`src/rtl/ceg_pkg.sv`:
```
package ceg_pkg;

  typedef enum logic [1:0] {
    GATE_SHUT  = 2'd0,
    GATE_OPEN  = 2'd1,
    GATE_GRACE = 2'd2
  } gate_state_e;

endpackage

```
`src/rtl/ceg_reset_sync.sv`:
```
module ceg_reset_sync #(
  parameter int STAGES = 2
) (
  input  logic clk,
  input  logic rst_n,
  output logic rst_sync_n
);

  logic [STAGES-1:0] chain_q;

  always_ff @(posedge clk or negedge rst_n) begin
    if (!rst_n) begin
      chain_q <= '0;
    end else begin
      chain_q <= {chain_q[STAGES-2:0], 1'b1};
    end
  end

  assign rst_sync_n = chain_q[STAGES-1];

endmodule

```
`src/rtl/ceg_sync_chain.sv`:
```
module ceg_sync_chain #(
  parameter int   STAGES    = 2,
  parameter logic RESET_VAL = 1'b1
) (
  input  logic clk,
  input  logic rst_n,
  input  logic d_async,
  output logic q_sync
);

  logic [STAGES-1:0] flop_q;

  generate
    for (genvar i = 0; i < STAGES; i++) begin : g_stage
      if (i == 0) begin : g_first
        always_ff @(posedge clk or negedge rst_n) begin
          if (!rst_n) flop_q[0] <= RESET_VAL;
          else        flop_q[0] <= d_async;
        end
      end else begin : g_rest
        always_ff @(posedge clk or negedge rst_n) begin
          if (!rst_n) flop_q[i] <= RESET_VAL;
          else        flop_q[i] <= flop_q[i-1];
        end
      end
    end
  endgenerate

  assign q_sync = flop_q[STAGES-1];

endmodule

```
`src/rtl/ceg_grace_timer.sv`:
```
module ceg_grace_timer #(
  parameter int GRACE_CYCLES = 18,
  localparam int CNT_W = $clog2(GRACE_CYCLES + 1)
) (
  input  logic             clk,
  input  logic             rst_n,
  input  logic             load,
  input  logic             run,
  output logic             expire,
  output logic [CNT_W-1:0] count
);

  localparam logic [CNT_W-1:0] LOAD_VAL = CNT_W'(GRACE_CYCLES);
  localparam logic [CNT_W-1:0] ONE      = CNT_W'(1);

  logic [CNT_W-1:0] cnt_q, cnt_d;
  logic             cnt_en;

  always_comb begin
    cnt_en = 1'b0;
    cnt_d  = cnt_q;
    if (load) begin
      cnt_en = 1'b1;
      cnt_d  = LOAD_VAL;
    end else if (run && (cnt_q != '0)) begin
      cnt_en = 1'b1;
      cnt_d  = cnt_q - ONE;
    end
  end

  always_ff @(posedge clk or negedge rst_n) begin
    if (!rst_n) begin
      cnt_q <= '0;
    end else if (cnt_en) begin
      cnt_q <= cnt_d;
    end
  end

  assign expire = run && (cnt_q == ONE);
  assign count  = cnt_q;

endmodule

```
`src/rtl/ceg_gate_fsm.sv`:
```
module ceg_gate_fsm
  import ceg_pkg::*;
(
  input  logic        clk,
  input  logic        rst_n,
  input  logic        sup_rst,
  input  logic        ce_sync_n,
  input  logic        grace_expire,
  output logic        grace_load,
  output logic        grace_run,
  output gate_state_e state,
  output logic        ce_out_n
);

  gate_state_e state_q, state_d;
  logic        out_q, out_d;

  always_comb begin
    state_d = state_q;
    unique case (state_q)
      GATE_SHUT: begin
        if (!sup_rst && !ce_sync_n) state_d = GATE_OPEN;
      end
      GATE_OPEN: begin
        if (sup_rst) state_d = ce_sync_n ? GATE_SHUT : GATE_GRACE;
      end
      GATE_GRACE: begin
        if (ce_sync_n || grace_expire) state_d = GATE_SHUT;
      end
      default: state_d = GATE_SHUT;
    endcase
  end

  always_comb begin
    out_d = (state_d == GATE_SHUT) ? 1'b1 : ce_sync_n;
  end

  assign grace_load = (state_q == GATE_OPEN) && sup_rst && !ce_sync_n;
  assign grace_run  = (state_q == GATE_GRACE);

  always_ff @(posedge clk or negedge rst_n) begin
    if (!rst_n) begin
      state_q <= GATE_SHUT;
      out_q   <= 1'b1;
    end else begin
      state_q <= state_d;
      out_q   <= out_d;
    end
  end

  assign state    = state_q;
  assign ce_out_n = out_q;

endmodule

```
`src/rtl/ram_ce_guard.sv`:
```
module ram_ce_guard
  import ceg_pkg::*;
#(
  parameter int GRACE_CYCLES = 18,
  parameter int SYNC_STAGES  = 2,
  parameter int RST_STAGES   = 2,
  localparam int CNT_W = $clog2(GRACE_CYCLES + 1)
) (
  input  logic clk,
  input  logic rst_n,
  input  logic sup_rst,
  input  logic cpu_ce_n,
  output logic ram_ce_n
);

  logic             rst_int_n;
  logic             ce_sync_n;
  logic             grace_load;
  logic             grace_run;
  logic             grace_expire;
  logic [CNT_W-1:0] grace_count;
  gate_state_e      gate_state;

  ceg_reset_sync #(.STAGES(RST_STAGES)) u_rst_sync (
    .clk        (clk),
    .rst_n      (rst_n),
    .rst_sync_n (rst_int_n)
  );

  ceg_sync_chain #(.STAGES(SYNC_STAGES), .RESET_VAL(1'b1)) u_ce_sync (
    .clk     (clk),
    .rst_n   (rst_int_n),
    .d_async (cpu_ce_n),
    .q_sync  (ce_sync_n)
  );

  ceg_grace_timer #(.GRACE_CYCLES(GRACE_CYCLES)) u_timer (
    .clk    (clk),
    .rst_n  (rst_int_n),
    .load   (grace_load),
    .run    (grace_run),
    .expire (grace_expire),
    .count  (grace_count)
  );

  ceg_gate_fsm u_fsm (
    .clk          (clk),
    .rst_n        (rst_int_n),
    .sup_rst      (sup_rst),
    .ce_sync_n    (ce_sync_n),
    .grace_expire (grace_expire),
    .grace_load   (grace_load),
    .grace_run    (grace_run),
    .state        (gate_state),
    .ce_out_n     (ram_ce_n)
  );

endmodule

```
`config.mk`:
```
export PLATFORM = sky130hd
export DESIGN_NAME = ram_ce_guard
export DESIGN_NICKNAME = d
export VERILOG_FILES = /design/src/rtl/ceg_pkg.sv /design/src/rtl/ceg_reset_sync.sv /design/src/rtl/ceg_sync_chain.sv /design/src/rtl/ceg_grace_timer.sv /design/src/rtl/ceg_gate_fsm.sv /design/src/rtl/ram_ce_guard.sv
export SDC_FILE = /design/constraint.sdc
export NUM_CORES = 1
export LEC_CHECK = 0
export ABC_CLOCK_PERIOD_IN_PS = 800
export BUFFER_PORTS_ARGS = -buffer_cell sky130_fd_sc_hd__buf_2
export CAP_MARGIN = 20
export CORE_MARGIN = 5
export CORE_UTILIZATION = 40
export CTS_CLUSTER_SIZE = 28
export DETAILED_ROUTE_END_ITERATION = 12
export PLACE_DENSITY = 0.69
export SYNTH_ARGS = -nofsm -noshare
export SYNTH_HDL_FRONTEND = slang
export SYNTH_HIERARCHICAL = 1
export SYNTH_SLANG_ARGS = --single-unit
```
`constraint.sdc`:
```
create_clock -name clk -period 0.8 [get_ports clk]
set_input_delay 0.12 -clock clk [delete_from_list [all_inputs] [get_ports clk]]
set_output_delay 0.12 -clock clk [all_outputs]
set_load 0.005 [all_outputs]
```
==> results.yml, run 1 <==
finish:
  multi_input_area_um2: 310
  ff_latch_area_um2: 304
  fillers: 99
  diodes: 0
  nets: 82
  drive_gt1_share_pct: 62.7
  final_common_cell: "buf_4"
  layout_common_cells: "16 x buf_4, 9 x dfrtp_1"
  areaGrowthSynthToFinish_pct: 62.7
hold_path:
  hold_path.class: "in2reg"
  hold_path_depth: 3
  hp-start: "sup_rst"
  hold_path_end: "u_fsm/state[0]$_DFF_PN0_"
status:
  status: "complete, but fails checks"
  failed_checks: "setup timing"
global_route:
  grt_pass1_vias: 461
  grtUsageTotal_pct: 14.5
  grt_start_max_net_pins: 11
  overflow: 0
  grt_pass1_wl_mm: 2.10
  antenna_found_initial: 0
sta:
  tns_ns: -4.09
  hold_viol_final: 0
  slew_violations: 0
  rsz0062_at_grt: "yes"
  finalCriticalPeriod_ns: 1.45
  skew_ns: 0.00101
  whs_ns: 0.108
  finalSetupViolCount: 9
  fmax_mhz: 688
  fin_crit_sh_pct: 182
  fin_ws_ns: -0.653
critical_path:
  cp-end-kind: "register"
  r2r-end: "u_timer/count[3]$_DFFE_PN0P_"
  crit_arrival_ns: 1.66
  cp.required_ns: 1.01
  r2r_cells: 4
  slowest_delay_ns: 0.47
  cp_slowest_cell: "or4b_4"
  crit_chain: "nor2b_4 > or4b_4 > a211o_1 > a21oi_2"
  startpoint: "u_fsm/state[0]$_DFF_PN0_"
  crit_type: "reg2reg"
  crit_path_max_fanout: 2
  cp-start-kind: "register"
  regToRegStartpoint: "u_fsm/state[0]$_DFF_PN0_"
  rrSetupSlack_ns: -0.65
logic_synthesis:
  synth_adder_area_share_pct: 4.66
  synth_xor_area_share_pct: 0
  synth_mux_area_share_pct: 2.10
  synth_fp_nets: 53
  synth-compound-area-share_pct: 11.7
  ys_ff_latch: 12
  synth_seq_area_share_pct: 56.6
  avgSynthCellArea_um2: 11.4
  synthCells: 47
  syn_area_um2: 537
  synth-simple-area-share_pct: 21.4
  synth_top_family_by_area: "simple AND/OR/NAND/NOR gates"
  synth_warnings: 6
  yosysUniqueCellTypes: 23
floorplanning:
  fp.dieH_um: 46.6
  ios: 5
  core_area_um2: 1280
  dieArea_um2: 2170
  initial_core_util_pct: 41.8
  rows: 13
  die_w_um: 46.6
power_and_ir_drop:
  power.total_uw: 2480
  p_per_area_nw_per_um2: 2840
  ir_drop_uv: 1390
  p_leak_uw: 0.000407
clocking:
  clockBufferDepth: 2
  cts_sinks: 12
  root_buffer: "clkbuf_4"
  clkLatencyLatePin_ns: 0.27
  htree_levels: 1
  cts.clk_slew.worst_paths_ns: 0.07
  cts_tree: "built"
  cts_buffers: 3
routing:
  first_pass_iters: 3
  finalWirelength_mm: 1.27
  wl_per_cell_um: 14.1
  ant_nets: 0
  viasPerCell: 5.04
  drt_iter0_drc: 9
  drc: 0
  via_count: 454
flow_run:
  maxCapViolations: 0
place:
  numPortBuffers: 4
  routabilityCongestion: 0.821
  dpl.hpwl_um: 815
  place_ws_ns: -0.710
-- cells in the mapped netlist (all sizes together) --
| cell type | instances | area [um^2] |
|---|---|---|
| dfrtp | 9 | 225 |
| nor2 | 6 | 22.5 |
| inv | 4 | 15.0 |
| dfstp | 3 | 78.8 |
| nand2 | 3 | 11.3 |
| nand2b | 3 | 18.8 |
| a211o | 2 | 17.5 |
| a21oi | 2 | 13.8 |
| ha | 2 | 25.0 |
| a211oi | 1 | 7.51 |
| a22oi | 1 | 7.51 |
| and4b | 1 | 10.0 |
| conb | 1 | 3.75 |
| mux2 | 1 | 11.3 |
| nand3b | 1 | 7.51 |
| nor2b | 1 | 8.76 |
| nor3b | 1 | 7.51 |
| nor4b | 1 | 8.76 |
| o2bb2ai | 1 | 8.76 |
| o31ai | 1 | 7.51 |
| or3 | 1 | 6.26 |
| or4b | 1 | 13.8 |
-- through the flow --
step	utilization, %	instances	area [um^2]
6_report	68.0	90	873
5_1_grt	68.0	90	873
4_1_cts	63.6	88	817
3_5_place_dp	53.4	78	686
3_3_place_gp	53.4	78	686
2_1_floorplan	-	47	557
-- per-layer routing --
| metal | up-vias | routed length (um) | GRT usage [%] |
|---|---|---|---|
| met5 | - | 0 | 0 |
| met1 | 225 | 515 | 15.6 |
| met4 | 0 | 23 | 6.63 |
| li1 | 217 | - | - |
| met2 | 8 | 670 | 24.7 |
| met3 | 4 | 55 | 5.86 |
-- registers in the layout, indices dropped and copies added (netlist names) --
name and cells:
u_ce_sync/q_sync 1, u_timer/count 5, u_fsm/state 2, u_fsm/ce_out_n 1
u_ce_sync/flop_q 1, u_rst_sync/chain_q 2
-- worst max path at each step --
stage | cells after the start | end
floorplan | 4 | u_timer/count[3]$_DFFE_PN0P_
global placement | 5 | u_timer/count[0]$_DFFE_PN0P_
detailed placement | 5 | u_timer/count[0]$_DFFE_PN0P_
CTS | 5 | u_timer/count[0]$_DFFE_PN0P_
global route | 4 | u_timer/count[3]$_DFFE_PN0P_
finish | 4 | u_timer/count[3]$_DFFE_PN0P_
-- where the power goes --
part / internal, uW / switching (uW)
Combinational: 651 / 427
Sequential: 751 / 171
Clock: 277 / 201
Total: 1680 / 799
-- final cells by class --
cell class	count	area share (%)
multi-input combinational	31	35.5
sequential	12	34.8
timing repair buffer	24	21.6
clock buffer	4	4.15
tap	15	2.15
inverter	4	1.72
-- cell families after synthesis --
group / Yosys count
simple gates: 19
flops: 12
compound gates: 8
buf+inv: 4
fa+ha+maj: 2
mux: 1
other cells: 1
-- worst max-delay path: cells and delay by family, from the launching register on --
kind	cells	cell delay [ns]
AOI/OAI and AO/OA	2	0.37
and+or+nand+nor	2	0.59
DFF	1	0.43
-- repair_timing --
action,CTS,global route
endpoints found under the hold margin,3,0
pin swaps,6,5
setup endpoints to repair,9,9
gates resized for setup,10,10
buffers inserted,4,4
hold buffers,2,0
(Power assumes the default switching activity.)
==> run 2: changes to the inputs <==
--- a/config.mk
+++ b/config.mk
@@ -5,15 +5,17 @@
 export SDC_FILE = /design/constraint.sdc
 export NUM_CORES = 1
 export LEC_CHECK = 0
-export ABC_CLOCK_PERIOD_IN_PS = 800
+export ABC_CLOCK_PERIOD_IN_PS = 1850
 export BUFFER_PORTS_ARGS = -buffer_cell sky130_fd_sc_hd__buf_2
 export CAP_MARGIN = 20
 export CORE_MARGIN = 5
 export CORE_UTILIZATION = 40
 export CTS_CLUSTER_SIZE = 28
 export DETAILED_ROUTE_END_ITERATION = 12
-export PLACE_DENSITY = 0.69
+export PLACE_DENSITY = 0.66
+export REMOVE_ABC_BUFFERS = 1
 export SYNTH_ARGS = -nofsm -noshare
 export SYNTH_HDL_FRONTEND = slang
 export SYNTH_HIERARCHICAL = 1
 export SYNTH_SLANG_ARGS = --single-unit
+export TNS_END_PERCENT = 10
==> constraint.sdc (replaced) <==
create_clock -name clk -period 1.85 [get_ports clk]
set_input_delay 0.2775 -clock clk [delete_from_list [all_inputs] [get_ports clk]]
set_output_delay 0.2775 -clock clk [all_outputs]
set_load 0.005 [all_outputs]
==> results.yml, run 2 (same netlist as run 1, synthesis figures left out) <==
place:
  numPortBuffers: 4
  place_inst: 67
  place_ws_ns: 0.209
  routabilityCongestion: 0.702
  dpl.hpwl_um: 621
routing:
  via_count: 361
  wl_per_cell_um: 11.6
  drc: 0
  first_pass_iters: 4
  viasPerCell: 5.01
  finalWirelength_um: 835
  drt_iter0_drc: 15
  ant_nets: 0
critical_path:
  crit_path_max_fanout: 4
  crit_arrival_ns: 1.83
  r2r_cells: 5
  r2r-end: "u_timer/count[0]$_DFFE_PN0P_"
  regToRegStartpoint: "u_timer/count[0]$_DFFE_PN0P_"
  crit_type: "reg2reg"
  rrSetupSlack_ns: 0.18
  cp.required_ns: 2.01
  cp-start-kind: "register"
  cp-end-kind: "register"
floorplanning:
  ios: 5
  rows: 13
  die_w_um: 46.6
  initial_core_util_pct: 41.8
  fp.dieH_um: 46.6
  core_area_um2: 1280
  dieArea_um2: 2170
sta:
  tns_ns: 0
  finalSetupViolCount: 0
  fin_crit_sh_pct: 90.2
  skew_ns: 0.00483
  fmax_mhz: 600
  slew_violations: 0
  hold_viol_final: 0
  finalCriticalPeriod_ns: 1.67
  fin_ws_ns: 0.182
  rsz0062_at_grt: "no"
power_and_ir_drop:
  ir_drop_uv: 543
  p_per_area_nw_per_um2: 1200
  p_leak_uw: 0.000289
finish:
  largest_reg_flops: 5
  drive_gt1_share_pct: 28.1
  nets: 64
  diodes: 0
  final_common_cell: "dfrtp_1"
  fillers: 115
  areaGrowthSynthToFinish_pct: 17.2
  finalNonFillerCells: 72
  layout_common_cells: "9 x dfrtp_1, 6 x nor2_1, 4 x buf_2, 4 x inv_1"
clocking:
  htree_levels: 1
  cts.clk_slew.worst_paths_ns: 0.07
  clkLatencyLatePin_ns: 0.27
  cts_sinks: 12
  clockBufferDepth: 2
  cts_buffers: 3
  root_buffer: "clkbuf_4"
  post_cts_buffers: 0
  cts_tree: "built"
  cts_resized: 0
  hold_buffers: 1
global_route:
  grt_start_max_net_pins: 11
  grt_pass1_vias: 340
  overflow: 0
  grtUsageTotal_pct: 10.5
  grt_pass1_wl_mm: 1.54
  antenna_found_initial: 0
hold_path:
  hold_path.class: "in2reg"
  hp-start: "cpu_ce_n"
  hold_path_depth: 1
  hold_path_end: "u_ce_sync/flop_q[0]$_DFF_PN1_"
status:
  status: "finished, final reports clean"
flow_run:
  maxCapViolations: 0
[run 2: changes by cell type in the layout (fill, tap and decap cells not counted), sizes merged]
cell	previous run	this run
dlygate4sd3	2	1
buf	22	5
[run 2: cell type report]
type / instances / area (um^2) / area share (%)
timing repair buffer: 6 / 37.5 / 5.96
clock buffer: 4 / 36.3 / 5.77
multi-input combinational: 31 / 218 / 34.6
sequential: 12 / 304 / 48.3
inverter: 4 / 15.0 / 2.39
tap: 15 / 18.8 / 2.98
[run 2: stage by stage]
step | cell area [um^2] | util [%] | hold WS, ns | total power, uW
detailed placement | 583 | 45.4 | 0.0654 | 551
CTS | 629 | 49.0 | 0.0867 | 762
floorplan | 537 | - | -0.0181 | 504
global placement | 583 | 45.4 | 0.0618 | 543
finish | 629 | 49.0 | 0.0996 | 754
global route | 629 | 49.0 | 0.0817 | 812
[run 2: worst max-delay path by stage]
stage | depth (start not counted) | startpoint | slack [ns] | to
4_1_cts | 5 | u_timer/count[0]$_DFFE_PN0P_ | 0.19 | u_timer/count[0]$_DFFE_PN0P_
5_1_grt | 5 | u_timer/count[0]$_DFFE_PN0P_ | 0.006 | u_timer/count[0]$_DFFE_PN0P_
3_3_place_gp | 5 | u_timer/count[0]$_DFFE_PN0P_ | 0.22 | u_timer/count[0]$_DFFE_PN0P_
3_5_place_dp | 5 | u_timer/count[0]$_DFFE_PN0P_ | 0.21 | u_timer/count[0]$_DFFE_PN0P_
6_report | 5 | u_timer/count[0]$_DFFE_PN0P_ | 0.18 | u_timer/count[0]$_DFFE_PN0P_
2_1_floorplan | 4 | u_fsm/state[0]$_DFF_PN0_ | 0.34 | u_timer/count[3]$_DFFE_PN0P_
[run 2: layer usage]
metal  vias up  part of all wire, %  routed length (um)  GRT usage (%)
met3         2                  7.8                  65           5.86
li1        182                    -                   -              -
met1       165                   49                 408           13.6
met2        12                   42                 350           14.0
met4         0                  1.2                  10           4.97
met5         -                    0                   0              0
[run 2: report_power, final]
group / internal [uW] / switching, uW / total, uW / leakage [uW]
registers: 325 / 68.9 / 394 / 0.000141
clock network: 120 / 86.9 / 207 / 0.0000210
logic: 81.6 / 72.5 / 154 / 0.000127
[run 2: critical path, stage by stage, from the launching register on]
cell      delay [ns]
dfrtp_1         0.42
inv_1           0.09
ha_1            0.18
nor4b_1         0.34
nand2b_1        0.19
mux2_2          0.33
==> run 3: changes to the inputs <==
--- a/config.mk
+++ b/config.mk
@@ -12,8 +12,11 @@
 export CORE_UTILIZATION = 40
 export CTS_CLUSTER_SIZE = 28
 export DETAILED_ROUTE_END_ITERATION = 12
+export MAX_ROUTING_LAYER = met4
 export PLACE_DENSITY = 0.66
+export RECOVER_POWER = 100
 export REMOVE_ABC_BUFFERS = 1
+export SETUP_SLACK_MARGIN = 0.5
 export SYNTH_ARGS = -nofsm -noshare
 export SYNTH_HDL_FRONTEND = slang
 export SYNTH_HIERARCHICAL = 1
==> results.yml, run 3 (same netlist as run 1, synthesis figures left out) <==
hold_path:
  hp-start: "cpu_ce_n"
  hold_path.class: "in2reg"
floorplanning:
  die_w_um: 46.6
  ios: 5
  core_area_um2: 1280
  rows: 13
  fp.dieH_um: 46.6
  initial_core_util_pct: 41.8
  dieArea_um2: 2170
critical_path:
  cp.required_ns: 2.01
  cp_num_buf_inv: 1
  cp-end-kind: "register"
  cp_slowest_cell: "dfrtp_1"
  cp-start-kind: "register"
  crit_path_max_fanout: 4
  critPathTopFamily: "simple AND/OR/NAND/NOR gates"
  crit_arrival_ns: 1.72
  slowest_delay_ns: 0.43
  crit_chain: "inv_1 > ha_4 > nor4b_2 > nand2b_4 > mux2_4"
  startpoint: "u_timer/count[0]$_DFFE_PN0P_"
  crit_type: "reg2reg"
  regToRegStartpoint: "u_timer/count[0]$_DFFE_PN0P_"
sta:
  slew_violations: 0
  finalSetupViolCount: 0
  tns_ns: 0
  fin_ws_ns: 0.292
  fmax_mhz: 642
  rsz0062_at_grt: "yes"
  skew_ns: 0.00406
  fin_crit_sh_pct: 84.2
  finalCriticalPeriod_ns: 1.56
  hold_viol_final: 0
finish:
  layout_common_cells: "9 x dfrtp_1, 6 x nor2_1, 5 x clkbuf_4, 4 x buf_4"
  diodes: 0
  fillers: 116
  largest_reg_flops: 5
  drive_gt1_share_pct: 35.9
  multi_input_area_um2: 249
  nets: 71
  stdcell_area_um2: 704
  areaGrowthSynthToFinish_pct: 31.2
  ff_latch_area_um2: 304
  fin_util_pct: 54.8
  final_common_cell: "dfrtp_1"
clocking:
  cts_tree: "built"
  cts.clk_slew.worst_paths_ns: 0.07
  htree_levels: 1
  root_buffer: "clkbuf_4"
  clkLatencyLatePin_ns: 0.27
  cts_buffers: 3
  clockBufferDepth: 2
  cts_sinks: 12
power_and_ir_drop:
  p_leak_uw: 0.000321
  power.total_uw: 842
  p_per_area_nw_per_um2: 1200
  ir_drop_uv: 615
routing:
  via_count: 396
  wl_per_cell_um: 12.7
  ant_nets: 0
  viasPerCell: 5.01
  drc: 0
  drt_iter0_drc: 7
  finalWirelength_mm: 1.01
  first_pass_iters: 3
place:
  dpl_cell_area_um2: 583
  numPortBuffers: 4
  place_ws_ns: 0.209
  routabilityCongestion: 0.710
  dpl.hpwl_um: 621
global_route:
  grtUsageMet3_pct: 5.86
  grt_start_max_net_pins: 11
  overflow: 0
  antenna_found_initial: 0
  grt_pass1_wl_mm: 1.81
  grt_util_met2_pct: 20.1
  globalRoute.busiestLayer: "met2"
  grtUsageMet1_pct: 13.9
  grt_pass1_vias: 406
  grtUsageTotal_pct: 12.7
status:
  status: "finished, final reports clean"
flow_run:
  maxCapViolations: 0
## run 3: final cells by class
| class | count | area share (%) |
|---|---|---|
| tap | 15 | 2.66 |
| inverter | 4 | 2.13 |
| timing repair buffer | 13 | 11.5 |
| multi-input combinational | 31 | 35.3 |
| sequential | 12 | 43.2 |
| clock buffer | 4 | 5.15 |
## run 3: routing by layer
metal / vias up / share of wire [%]
met4: 0 / 0.99
met3: 2 / 5.7
met1: 189 / 43
li1: 198 / -
met5: - / 0
met2: 7 / 50
## run 3: through the flow
step,hold slack [ns],std cells
after global routing,0.0817,79
after CTS,0.0867,77
after floorplan,-0.0181,47
final,0.0992,79
after detailed placement,0.0654,67
after global placement,0.0618,67
## run 3: worst paths after layout
check	endpoint	slack, ns	depth (start not counted)
max	u_timer/count[0]$_DFFE_PN0P_	0.29	5
min	u_ce_sync/flop_q[0]$_DFF_PN1_	0.1	1
max reg2reg	u_timer/count[0]$_DFFE_PN0P_	0.29	5
min reg2reg	u_fsm/state[1]$_DFF_PN0_	0.16	0
max in group asynchronous	u_ce_sync/q_sync$_DFF_PN1_	1.36	0
min in group asynchronous	u_fsm/state[1]$_DFF_PN0_	0.16	0
## run 3: repair_timing
item	in CTS	in global routing
endpoints found under the setup margin	3	5
hold buffers	1	0
setup buffers	5	2
endpoints found under the hold margin	2	0
gates resized for setup	9	0
pin swaps	2	1
## run 3: where the power goes
| part | total (uW) | switching (uW) | internal (uW) |
|---|---|---|---|
| sequential | 404 | 79.3 | 325 |
| combinational | 232 | 98.0 | 134 |
| clock | 206 | 86.5 | 120 |
